===== config.mk =====
export PLATFORM = sky130hd
export DESIGN_NAME = irq_retire_tracker
export DESIGN_NICKNAME = d
export VERILOG_FILES = /design/src/rtl/irq_retire_pkg.sv /design/src/rtl/irq_id_decode.sv /design/src/rtl/irq_prio_stack.sv /design/src/rtl/irq_active_flags.sv /design/src/rtl/irq_retire_tracker.sv
export SDC_FILE = /design/constraint.sdc
export NUM_CORES = 1
export LEC_CHECK = 0
export CORE_ASPECT_RATIO = 1.2
export CORE_MARGIN = 2
export CORE_UTILIZATION = 37
export CTS_CLUSTER_SIZE = 24
export DETAILED_ROUTE_END_ITERATION = 8
export RECOVER_POWER = 100
export SYNTH_ARGS = -nofsm -noshare
export SYNTH_HDL_FRONTEND = slang
export SYNTH_SLANG_ARGS = --single-unit

===== constraint.sdc =====
create_clock -name clk -period 14.2 [get_ports clk]
set_input_delay 2.13 -clock clk [delete_from_list [all_inputs] [get_ports clk]]
set_output_delay 2.13 -clock clk [all_outputs]
set_load 0.01 [all_outputs]

===== src/rtl/irq_retire_pkg.sv =====
package irq_retire_pkg;

    localparam int ID_W   = 24;
    localparam int PRIO_W = 8;
    localparam int NARROW_W = 16;

    typedef logic [ID_W-1:0]   irq_id_t;
    typedef logic [PRIO_W-1:0] irq_prio_t;

    localparam irq_id_t   SPECIAL_LO = irq_id_t'(1020);
    localparam irq_id_t   SPECIAL_HI = irq_id_t'(1023);
    localparam irq_prio_t IDLE_PRIO  = '1;

    typedef struct packed {
        irq_id_t   id;
        irq_prio_t prio;
    } stack_ent_t;

    typedef struct packed {
        logic    valid;
        logic    special;
        irq_id_t id;
    } id_req_t;

    typedef enum logic [1:0] {
        EOI_IDLE,
        EOI_IGNORE,
        EOI_MATCH,
        EOI_FAULT
    } eoi_kind_e;

    function automatic irq_id_t mask_id(input logic [ID_W-1:0] raw, input logic wide);
        irq_id_t r;
        r = raw;
        if (!wide) r[ID_W-1:NARROW_W] = '0;
        return r;
    endfunction

    function automatic logic is_special(input irq_id_t id);
        return (id >= SPECIAL_LO) && (id <= SPECIAL_HI);
    endfunction

endpackage


===== src/rtl/irq_id_decode.sv =====
module irq_id_decode
    import irq_retire_pkg::*;
(
    input  logic                  valid,
    input  logic [ID_W-1:0]       raw,
    input  logic                  wide,
    output id_req_t               req
);
    always_comb begin
        req.valid   = valid;
        req.id      = mask_id(raw, wide);
        req.special = is_special(req.id);
    end
endmodule


===== src/rtl/irq_prio_stack.sv =====
module irq_prio_stack
    import irq_retire_pkg::*;
#(
    parameter int DEPTH = 8
) (
    input  logic       clk,
    input  logic       rst,
    input  logic       push,
    input  logic       pop,
    input  stack_ent_t push_ent,
    output stack_ent_t top_ent,
    output logic       empty,
    output logic       full
);
    localparam int CNT_W = $clog2(DEPTH + 1);
    localparam int IDX_W = (DEPTH > 1) ? $clog2(DEPTH) : 1;
    localparam logic [CNT_W-1:0] DEPTH_C = CNT_W'(DEPTH);

    stack_ent_t       mem [DEPTH];
    logic [CNT_W-1:0] cnt;
    logic [CNT_W-1:0] top_c;
    logic [IDX_W-1:0] top_idx;
    logic [IDX_W-1:0] nxt_idx;

    assign top_c   = cnt - CNT_W'(1);
    assign top_idx = top_c[IDX_W-1:0];
    assign nxt_idx = cnt[IDX_W-1:0];
    assign empty   = (cnt == '0);
    assign full    = (cnt == DEPTH_C);
    assign top_ent = empty ? '0 : mem[top_idx];

    always_ff @(posedge clk) begin
        if (rst) begin
            cnt <= '0;
            for (int i = 0; i < DEPTH; i++) mem[i] <= '0;
        end else begin
            unique case ({push, pop})
                2'b10: begin
                    mem[nxt_idx] <= push_ent;
                    cnt          <= cnt + CNT_W'(1);
                end
                2'b01: cnt <= cnt - CNT_W'(1);
                2'b11: mem[top_idx] <= push_ent;
                default: ;
            endcase
        end
    end
endmodule


===== src/rtl/irq_active_flags.sv =====
module irq_active_flags
    import irq_retire_pkg::*;
#(
    parameter int TRACK = 32
) (
    input  logic             clk,
    input  logic             rst,
    input  logic             set_v,
    input  irq_id_t          set_id,
    input  logic             clr_a_v,
    input  irq_id_t          clr_a_id,
    input  logic             clr_b_v,
    input  irq_id_t          clr_b_id,
    output logic [TRACK-1:0] flags
);
    for (genvar g = 0; g < TRACK; g++) begin : g_flag
        localparam irq_id_t MY_ID = irq_id_t'(g);
        logic set_hit, clr_hit;
        assign set_hit = set_v && (set_id == MY_ID);
        assign clr_hit = (clr_a_v && (clr_a_id == MY_ID)) ||
                         (clr_b_v && (clr_b_id == MY_ID));
        always_ff @(posedge clk) begin
            if (rst)          flags[g] <= 1'b0;
            else if (set_hit) flags[g] <= 1'b1;
            else if (clr_hit) flags[g] <= 1'b0;
        end
    end
endmodule


===== src/rtl/irq_retire_tracker.sv =====
module irq_retire_tracker
    import irq_retire_pkg::*;
#(
    parameter int STACK_DEPTH = 8,
    parameter int TRACK_IDS   = 32
) (
    input  logic                 clk,
    input  logic                 rst,
    input  logic                 ack_valid,
    input  logic [23:0]          ack_id,
    input  logic [7:0]           ack_prio,
    input  logic                 eoi_valid,
    input  logic [31:0]          eoi_data,
    input  logic                 dir_valid,
    input  logic [31:0]          dir_data,
    input  logic                 split_mode,
    input  logic                 id_wide,
    output logic [7:0]           run_prio,
    output logic [TRACK_IDS-1:0] active,
    output logic                 eoi_err
);
    id_req_t    ack_req, eoi_req, dir_req;
    stack_ent_t stk_top, stk_in;
    logic       stk_empty, stk_full;
    logic       push, pop, ack_ok, ack_over;
    logic       clr_split_v;
    eoi_kind_e  eoi_kind;
    logic       unused_rsvd;

    assign unused_rsvd = ^{eoi_data[31:24], dir_data[31:24]};

    irq_id_decode u_ack_dec (.valid(ack_valid), .raw(ack_id),         .wide(id_wide), .req(ack_req));
    irq_id_decode u_eoi_dec (.valid(eoi_valid), .raw(eoi_data[23:0]), .wide(id_wide), .req(eoi_req));
    irq_id_decode u_dir_dec (.valid(dir_valid), .raw(dir_data[23:0]), .wide(id_wide), .req(dir_req));

    always_comb begin
        if (!eoi_req.valid)                              eoi_kind = EOI_IDLE;
        else if (eoi_req.special)                        eoi_kind = EOI_IGNORE;
        else if (!stk_empty && stk_top.id == eoi_req.id) eoi_kind = EOI_MATCH;
        else                                             eoi_kind = EOI_FAULT;
    end

    assign pop         = (eoi_kind == EOI_MATCH);
    assign ack_ok      = ack_req.valid && !ack_req.special;
    assign push        = ack_ok && (!stk_full || pop);
    assign ack_over    = ack_ok && stk_full && !pop;
    assign stk_in      = '{id: ack_req.id, prio: irq_prio_t'(ack_prio)};
    assign clr_split_v = dir_req.valid && !dir_req.special && split_mode;

    irq_prio_stack #(.DEPTH(STACK_DEPTH)) u_stack (
        .clk      (clk),
        .rst      (rst),
        .push     (push),
        .pop      (pop),
        .push_ent (stk_in),
        .top_ent  (stk_top),
        .empty    (stk_empty),
        .full     (stk_full)
    );

    irq_active_flags #(.TRACK(TRACK_IDS)) u_flags (
        .clk      (clk),
        .rst      (rst),
        .set_v    (push),
        .set_id   (ack_req.id),
        .clr_a_v  (pop && !split_mode),
        .clr_a_id (eoi_req.id),
        .clr_b_v  (clr_split_v),
        .clr_b_id (dir_req.id),
        .flags    (active)
    );

    assign run_prio = stk_empty ? IDLE_PRIO : stk_top.prio;

    always_ff @(posedge clk) begin
        if (rst) eoi_err <= 1'b0;
        else     eoi_err <= (eoi_kind == EOI_FAULT) || ack_over;
    end
endmodule


==> results.yml, run 1 <==
synth:
  synth_cells: 1261
  synthesis.nets: 1366
  seq_area_frac_synth: 0.561
  synth_area_leaders: "edfxtp_1, mux4_2, dfxtp_1"
  avgSynthCellArea_sq_um: 11.9
  synthArstFlopShare: 0
  synthesis.area_sq_um: 15000
  yosysUniqueCellTypes: 67
  synth_most_common_cell: "edfxtp_1"
  yosysWarnings: 0
  ys.flop_type: "edfxtp_1"
  synth-edff-count: 256
  yosysTopAreaCell: "edfxtp_1"
  synth_top_area_frac: 0.512
  synth_seq_cells: 293
  yosys-top-cells-count: "edfxtp_1, and2_1, nand2_1, a21boi_0, clkbuf_1"
placement:
  place_area_sq_um: 16800
  post-place-ws_ns: 5.66
  hpwl_mm: 28.3
  post-place-cells: 1843
  portBuffers: 127
  gp_congestion: 0.894
routing:
  post_drt_via_cell_ratio: 5.89
  routed_wl_mm: 46.8
  first_pass_iters: 6
  drtIter0Drc: 944
  num_vias: 11166
  drc_errors: 0
  ant_nets: 0
  wl_per_cell_um: 24.7
timing:
  tns_ns: 0
  layout_worst_path_cycle_share: 0.781
  hold_viol: 0
  clock_skew_ns: 0.0188
  worst_slack_ns: 3.11
  fmax_ghz: 0.0902
  hold_ws_ns: 0.578
  rsz0062_at_grt: "false"
  slew_headroom: -1.02
  worst_slew_pin_slew_ns: 3.03
  min_period_ns: 11.09
  drv_slew: 76
  setup_viol: 0
power:
  ir_drop_v: 0.0000900
  cellLeakagePower_nw: 6.03
  power_frac_seq: 0.470
  power_frac_clock: 0.385
  combinationalPowerShare: 0.145
  swShare: 0.253
  cellPowerDensity_nw_per_um2: 118
  internal_power_mw: 1.56
  power.switching_mw: 0.529
run_status:
  violations: "capacitance limit, slew limit"
  status: "finished with violations"
clock_network:
  insertion_delay_ns: 0.57
  cts_tree: "done"
  cts_resized: 0
  clkSinkCount: 293
  ctsHoldBuffers: 0
  cts-root-buf: "clkbuf_16"
  cts-htree-levels: 1
  clock_path_buffers: 3
  postCtsSetupBuffers: 0
  clkSlewWorstSetupHoldPaths_ns: 0.06
  numCtsBuffers: 29
cells_and_area:
  drive_above_1_share: 0.101
  syn2layout_area_growth_pct: 18.0
  fillCellCount: 3660
  regArea_sq_um: 8430
  instances_no_fill: 1896
  antennaDiodeCount: 0
  finalInstanceArea_sq_um: 17700
  finalNetCount: 1446
  multi_input_area_sq_um: 6180
grt:
  grt_use_met3: 0.0321
  grtUsageTotal: 0.220
  grt_overflow_total: 0
  first_global_vias: 11011
  use_met1: 0.290
  antenna_found_initial: 1
  use_met2: 0.364
  grt_pass1_wl_mm: 69.9
  grt-busiest-layer: "met2"
  grt_max_degree: 56
critical_path:
  r2r-start: "u_stack.cnt[0]"
  cp_max_fo: 53
  r2r_end: "u_stack.mem[3][27]"
  crit_path_start: "u_stack.cnt[0]"
  end_kind: "register"
  crit_path_end: "u_stack.mem[3][27]"
  start_kind: "register"
  r2r_cells: 14
  cp.arrival_ns: 11.29
  r2r_slack_ns: 3.11
  worstPathRequired_ns: 14.40
  critical_path_class: "reg -> reg"
die:
  io_pins: 144
  num_rows: 80
  core-area_sq_um: 39900
  die_w_um: 188
  die_y_um: 225
  dieArea_sq_um: 42200
  start_util: 0.376
min_path:
  hold_class: "reg -> reg"
job:
  cap_viol_max_count: 3
placed cells by master (no fill, tap or decap), drive strengths merged, types with 37 or more instances in the layout:
cell and count:
dlygate4sd3 41, a21boi 70, nand2 75, nand3 39
and2 95, clkdlybuf4s50 86, edfxtp 256, mux2i 49
dfxtp 37, mux4 39, clkbuf 38, nand2b 39
o21ai 67, nor2 64, a21oi 62
stage by stage:
| stage | power, mW | util |
|---|---|---|
| 2_1_floorplan | 1.18 | - |
| 3_3_place_gp | 1.30 | 0.420 |
| 3_5_place_dp | 1.30 | 0.420 |
| 4_1_cts | 2.09 | 0.445 |
| 5_1_grt | 2.15 | 0.444 |
| 6_report | 2.09 | 0.444 |
worst max-delay path, stage by stage (launching register included):
cell,delay [ns]
dfxtp_2,0.68
inv_1,0.35
buf_4,0.31
ha_4,0.85
clkbuf_1,2.19
mux4_2,0.60
mux2i_1,0.10
xor2_1,0.20
nor3_1,0.21
o2111ai_1,0.21
nor4_1,1.52
nand3_1,1.07
or3_2,1.20
nand3b_1,0.52
buf_4,0.56
how the worst min path moves through the flow:
stage,to,start,cells past startpoint,slack (ns)
2_1_floorplan,u_stack.cnt[1],u_stack.cnt[1],2,0.53
3_3_place_gp,u_flags.flags[31],u_flags.flags[31],4,0.57
3_5_place_dp,u_flags.flags[26],u_flags.flags[26],4,0.57
4_1_cts,u_flags.flags[26],u_flags.flags[26],4,0.58
5_1_grt,u_flags.flags[6],u_flags.flags[6],4,0.62
6_report,u_flags.flags[26],u_flags.flags[26],4,0.58
routing by layer:
metal	vias up	part of all wire	wire length [um]
met1	5562	0.41	19200
met5	-	0.00028	13
met4	2	0.037	1730
li1	4952	-	-
met3	103	0.077	3590
met2	547	0.48	22300
final cells by class:
cell class	instances	area share
sequential	293	0.476
multi-input combinational	860	0.349
timing repair buffer	153	0.0819
clock buffer	34	0.0420
tap	533	0.0376
clock inverter	19	0.0131
inverter	4	0.000847
logic make-up after synthesis:
group           Yosys count  synth area share
compound gates          259             0.112
mux                     100             0.102
fa+ha+maj                 2           0.00167
flops                   293             0.561
buf+inv                 108            0.0320
xor+xnor                 13           0.00883
simple gates            486             0.182
power by group through the flow:
stage	clock network [mW]	registers, mW	logic (mW)
2_1_floorplan	0	0.995	0.184
3_3_place_gp	0	0.998	0.298
3_5_place_dp	0	1.00	0.299
4_1_cts	0.813	0.981	0.301
5_1_grt	0.848	0.984	0.321
6_report	0.803	0.981	0.302
flip-flops by register name, indices dropped and copies added, names as in the netlist:
register       flops
u_stack.mem      256
u_flags.flags     32
u_stack.cnt        4
eoi_err            1
(Power assumes the default switching activity.)
==> run 2, diff against run 1 <==
==> constraint.sdc (replaced) <==
create_clock -name clk -period 10.2 [get_ports clk]
set_input_delay 1.53 -clock clk [delete_from_list [all_inputs] [get_ports clk]]
set_output_delay 1.53 -clock clk [all_outputs]
set_load 0.01 [all_outputs]
==> results.yml, run 2 (synthesis results as in run 1) <==
run_status:
  status: "finished with violations"
  violations: "capacitance limit, slew limit"
grt:
  grt_pass1_wl_mm: 70.1
  grt_max_degree: 67
  grtUsageTotal: 0.221
  first_global_vias: 11171
  grt_overflow_total: 0
  antenna_found_initial: 1
min_path:
  hp-start: "u_flags.flags[17]"
  hold_class: "reg -> reg"
routing:
  num_vias: 11222
  drc_errors: 0
  post_drt_via_cell_ratio: 5.93
  ant_nets: 0
  routed_wl_mm: 47.1
  wl_per_cell_um: 24.9
  first_pass_iters: 7
  drtIter0Drc: 1059
timing:
  hold_viol: 0
  clock_skew_ns: 0.0317
  worst_slew_pin_slew_ns: 2.85
  rsz0062_at_grt: "false"
  layout_worst_path_cycle_share: 0.839
  fmax_ghz: 0.117
  hold_ws_ns: 0.567
  drv_slew: 202
  setup_viol: 0
  slew_headroom: -0.957
  tns_ns: 0
  min_period_ns: 8.56
power:
  power.switching_mw: 0.726
  power_frac_clock: 0.361
  ir_drop_v: 0.000117
  combinationalPowerShare: 0.150
  power_mw: 2.79
  cellLeakagePower_nw: 5.98
  swShare: 0.260
  internal_power_mw: 2.07
  power_frac_seq: 0.489
  cellPowerDensity_nw_per_um2: 159
critical_path:
  start_kind: "register"
  critPathMaxStageDelay_ns: 1.52
  cp_slowest_cell: "nor4_1"
  cp_max_fo: 66
  cp.arrival_ns: 8.76
  end_kind: "register"
  crit_family: "simple AND/OR/NAND/NOR gates"
  r2r-start: "u_stack.cnt[0]"
  r2r_slack_ns: 1.64
  cpMostUsedCell: "buf_4"
  critical_path_class: "reg -> reg"
  crit_path_start: "u_stack.cnt[0]"
  worstPathRequired_ns: 10.40
  path_cells: "inv_1 > buf_4 > ha_4 > buf_4 > mux2i_1 > a31oi_1 > o21ai_0 > o21ai_0 > nand3_1 > nor4_1 > nand3_1 > buf_4 > or3_1 > nand3b_1 > buf_4"
  worst-path-buf-inv: 5
cells_and_area:
  antennaDiodeCount: 0
  fillCellCount: 3703
  largest_register: "u_stack.mem"
  finalNetCount: 1446
  biggestRegsByFlops: "u_stack.mem x256, u_flags.flags x32, u_stack.cnt x4"
  syn2layout_area_growth_pct: 17.1
  finalInstanceArea_sq_um: 17600
  drive_above_1_share: 0.0911
  layout_commonest_cell: "edfxtp_1"
  final_cell_mix: "edfxtp_1, clkdlybuf4s50_1, nand2_1"
  largest_reg_flops: 256
placement:
  hpwl_mm: 28.2
  place_area_sq_um: 16800
  gp_congestion: 0.883
  portBuffers: 127
clock_network:
  clkSlewWorstSetupHoldPaths_ns: 0.07
  cts-htree-levels: 1
  cts-root-buf: "clkbuf_16"
  insertion_delay_ns: 0.58
  numCtsBuffers: 28
  ctsHoldBuffers: 0
  clock_path_buffers: 3
  cts_tree: "done"
  cts_resized: 0
  clkSinkCount: 293
  postCtsSetupBuffers: 0
die:
  core-area_sq_um: 39900
  dieArea_sq_um: 42200
  start_util: 0.376
  io_pins: 144
  die_w_um: 188
  num_rows: 80
  die_y_um: 225
job:
  cap_viol_max_count: 7
==> run 2: final timing paths <==
kind	endpoint	depth (start not counted)
worst max-delay path	u_stack.mem[2][21]	15
worst min-delay path	u_flags.flags[17]	4
worst max register to register	u_stack.mem[2][21]	15
worst min register to register	u_flags.flags[17]	4
==> run 2: worst reg2reg max path: stages, from the launching register on <==
cell and delay (ns):
dfxtp_1 1.06, inv_1 0.10, buf_4 0.28, ha_4 1.00, buf_4 0.66, mux2i_1 0.19
a31oi_1 0.18, o21ai_0 0.12, o21ai_0 0.25, nand3_1 0.11, nor4_1 1.52, nand3_1 0.18
buf_4 0.29, or3_1 1.00, nand3b_1 0.76, buf_4 0.51
==> run 2: per-layer routing <==
| layer | up-vias | track usage | part of all wire |
|---|---|---|---|
| met5 | - | 0 | 0.00023 |
| met4 | 2 | 0.0846 | 0.036 |
| met3 | 104 | 0.0346 | 0.072 |
| met2 | 497 | 0.371 | 0.48 |
| li1 | 4948 | - | - |
| met1 | 5671 | 0.289 | 0.41 |
==> run 2: power by group through the flow <==
stage	registers [mW]	clock network (mW)	logic (mW)
final	1.37	1.01	0.418
after global routing	1.37	1.06	0.443
after CTS	1.37	1.02	0.420
after detailed placement	1.39	0	0.419
after global placement	1.39	0	0.415
after floorplan	1.39	0	0.256
==> run 2: stage by stage <==
stage | cells | utilization | setup WS (ns)
finish | 1894 | 0.440 | 1.64
global placement | 1844 | 0.420 | 2.82
detailed placement | 1844 | 0.420 | 2.79
floorplan | 1261 | - | 3.74
global route | 1894 | 0.440 | 1.15
CTS | 1894 | 0.442 | 2.76
==> run 2: final cells by class <==
class	instances	area (sq um)	area share
Clock buffer	33	719	0.0409
Clock inverter	17	135	0.00769
Inverter	4	15.0	0.000854
Multi-Input combinational cell	860	6160	0.350
Sequential cell	293	8430	0.479
Tap cell	533	667	0.0379
Timing Repair Buffer	154	1460	0.0832
==> run 3, diff against run 2 <==
==> constraint.sdc (replaced) <==
create_clock -name clk -period 7.35 [get_ports clk]
set_input_delay 1.1025 -clock clk [delete_from_list [all_inputs] [get_ports clk]]
set_output_delay 1.1025 -clock clk [all_outputs]
set_load 0.01 [all_outputs]
==> results.yml, run 3 (synthesis results as in run 1) <==
timing:
  layout_worst_path_cycle_share: 0.896
  clock_skew_ns: 0.0204
  rsz0062_at_grt: "false"
  worst_slack_ns: 0.764
  worst_slew_pin_slew_ns: 2.15
  hold_viol: 0
  min_period_ns: 6.59
  tns_ns: 0
  setup_viol: 0
  fmax_ghz: 0.152
  drv_slew: 104
  slew_headroom: -0.432
critical_path:
  critical_path_class: "reg -> reg"
  critPathMaxStageDelay_ns: 1.14
  cp.arrival_ns: 6.77
  worstPathRequired_ns: 7.53
  cp_max_fo: 24
  cp_slowest_cell: "xnor2_1"
  start_kind: "register"
  path_cells: "inv_1 > ha_4 > xnor2_1 > buf_4 > nor3_1 > nor3_1 > a21oi_1 > nor3b_1 > nor4_1 > buf_4 > nand3_1 > buf_4 > or4b_2 > nand3b_1 > clkbuf_2"
  end_kind: "register"
  cpMostUsedCell: "buf_4"
cells_and_area:
  finalNetCount: 1456
  largest_register: "u_stack.mem"
  largest_reg_flops: 256
  antennaDiodeCount: 0
  syn2layout_area_growth_pct: 17.5
  biggestRegsByFlops: "u_stack.mem x256, u_flags.flags x32, u_stack.cnt x4"
  final_cell_mix: "edfxtp_1, clkdlybuf4s50_1, nand2_1"
  layout_commonest_cell: "edfxtp_1"
  drive_above_1_share: 0.0934
  fillCellCount: 3689
clock_network:
  cts_resized: 0
  clkSlewWorstSetupHoldPaths_ns: 0.07
  cts_tree: "done"
  insertion_delay_ns: 0.57
  postCtsSetupBuffers: 0
  ctsHoldBuffers: 0
  clock_path_buffers: 3
  cts-root-buf: "clkbuf_16"
  clkSinkCount: 293
  numCtsBuffers: 29
  cts-htree-levels: 1
routing:
  routed_wl_mm: 47.6
  num_vias: 11289
  drc_errors: 0
  first_pass_iters: 5
  ant_nets: 0
  drtIter0Drc: 1137
  wl_per_cell_um: 25.0
  post_drt_via_cell_ratio: 5.93
die:
  core-area_sq_um: 39900
  io_pins: 144
  die_w_um: 188
  num_rows: 80
  start_util: 0.376
  dieArea_sq_um: 42200
  die_y_um: 225
run_status:
  status: "finished with violations"
  violations: "capacitance limit, slew limit"
grt:
  grt_overflow_total: 0
  first_global_vias: 11213
  use_met1: 0.296
  grtUsageTotal: 0.226
  grt_max_degree: 59
  grt_pass1_wl_mm: 71.9
  antenna_found_initial: 1
  grt_use_met3: 0.0331
  use_met2: 0.374
  grt-busiest-layer: "met2"
placement:
  gp_congestion: 0.895
  portBuffers: 127
  hpwl_mm: 29.4
  post-place-ws_ns: 1.18
min_path:
  hold_class: "reg -> reg"
job:
  cap_viol_max_count: 5
power:
  ir_drop_v: 0.000157
  cellPowerDensity_nw_per_um2: 219
  cellLeakagePower_nw: 5.99
-- run 3: cell count changes in the layout (fill, tap and decap cells not counted), moves of 3 or more --
cell      change
or4_1         +3
or4_4         -3
and2_0        -8
clkbuf_1      +4
clkbuf_2      +4
and2_1        +8
-- run 3: power by group --
group | leakage (nW) | internal, mW | switching, mW
Combinational | 2.63 | 0.234 | 0.366
Sequential | 2.95 | 1.88 | 0.0182
Clock | 0.408 | 0.749 | 0.624
Total | 5.99 | 2.86 | 1.01
-- run 3: area by class of cell --
class / count / area (sq um) / area share
tap: 533 / 667 / 0.0378
clock inverter: 17 / 104 / 0.00589
clock buffer: 33 / 741 / 0.0420
multi-input combinational: 860 / 6160 / 0.349
timing repair buffer: 163 / 1530 / 0.0865
sequential: 293 / 8430 / 0.478
inverter: 4 / 15.0 / 0.000851
-- run 3: through the flow --
step	hold slack, ns	instance area [sq um]	instances	total power [mW]	util
detailed placement	0.565	16900	1853	2.53	0.423
global placement	0.560	16900	1853	2.52	0.423
finish	0.571	17600	1903	3.87	0.442
CTS	0.575	17700	1903	3.89	0.444
floorplan	0.534	15000	1261	2.28	-
global route	0.613	17600	1903	3.98	0.442
-- run 3: final timing paths --
path / start / end / slack, ns / depth (start not counted)
worst max-delay path: u_stack.cnt[1] / u_stack.mem[3][19] / 0.76 / 15
worst min-delay path: u_flags.flags[17] / u_flags.flags[17] / 0.57 / 4
worst max register to register: u_stack.cnt[1] / u_stack.mem[3][19] / 0.76 / 15
worst min register to register: u_flags.flags[17] / u_flags.flags[17] / 0.57 / 4
-- run 3: worst max-delay path: cells and delay by family (launching register included) --
family	cells	cell delay, ns
AO/OA/AOI/OAI	1	0.08
adder cells (fa/ha/maj)	1	0.24
XOR/XNOR	1	1.14
flip-flops	1	0.45
buffers and inverters	5	1.90
AND/OR/NAND/NOR	7	2.34
-- run 3: metal layers --
layer | vias to the layer above | wire length (um)
li1 | 4963 | -
met1 | 5638 | 19500
met2 | 563 | 22400
met3 | 123 | 3690
met4 | 2 | 2080
met5 | - | 16
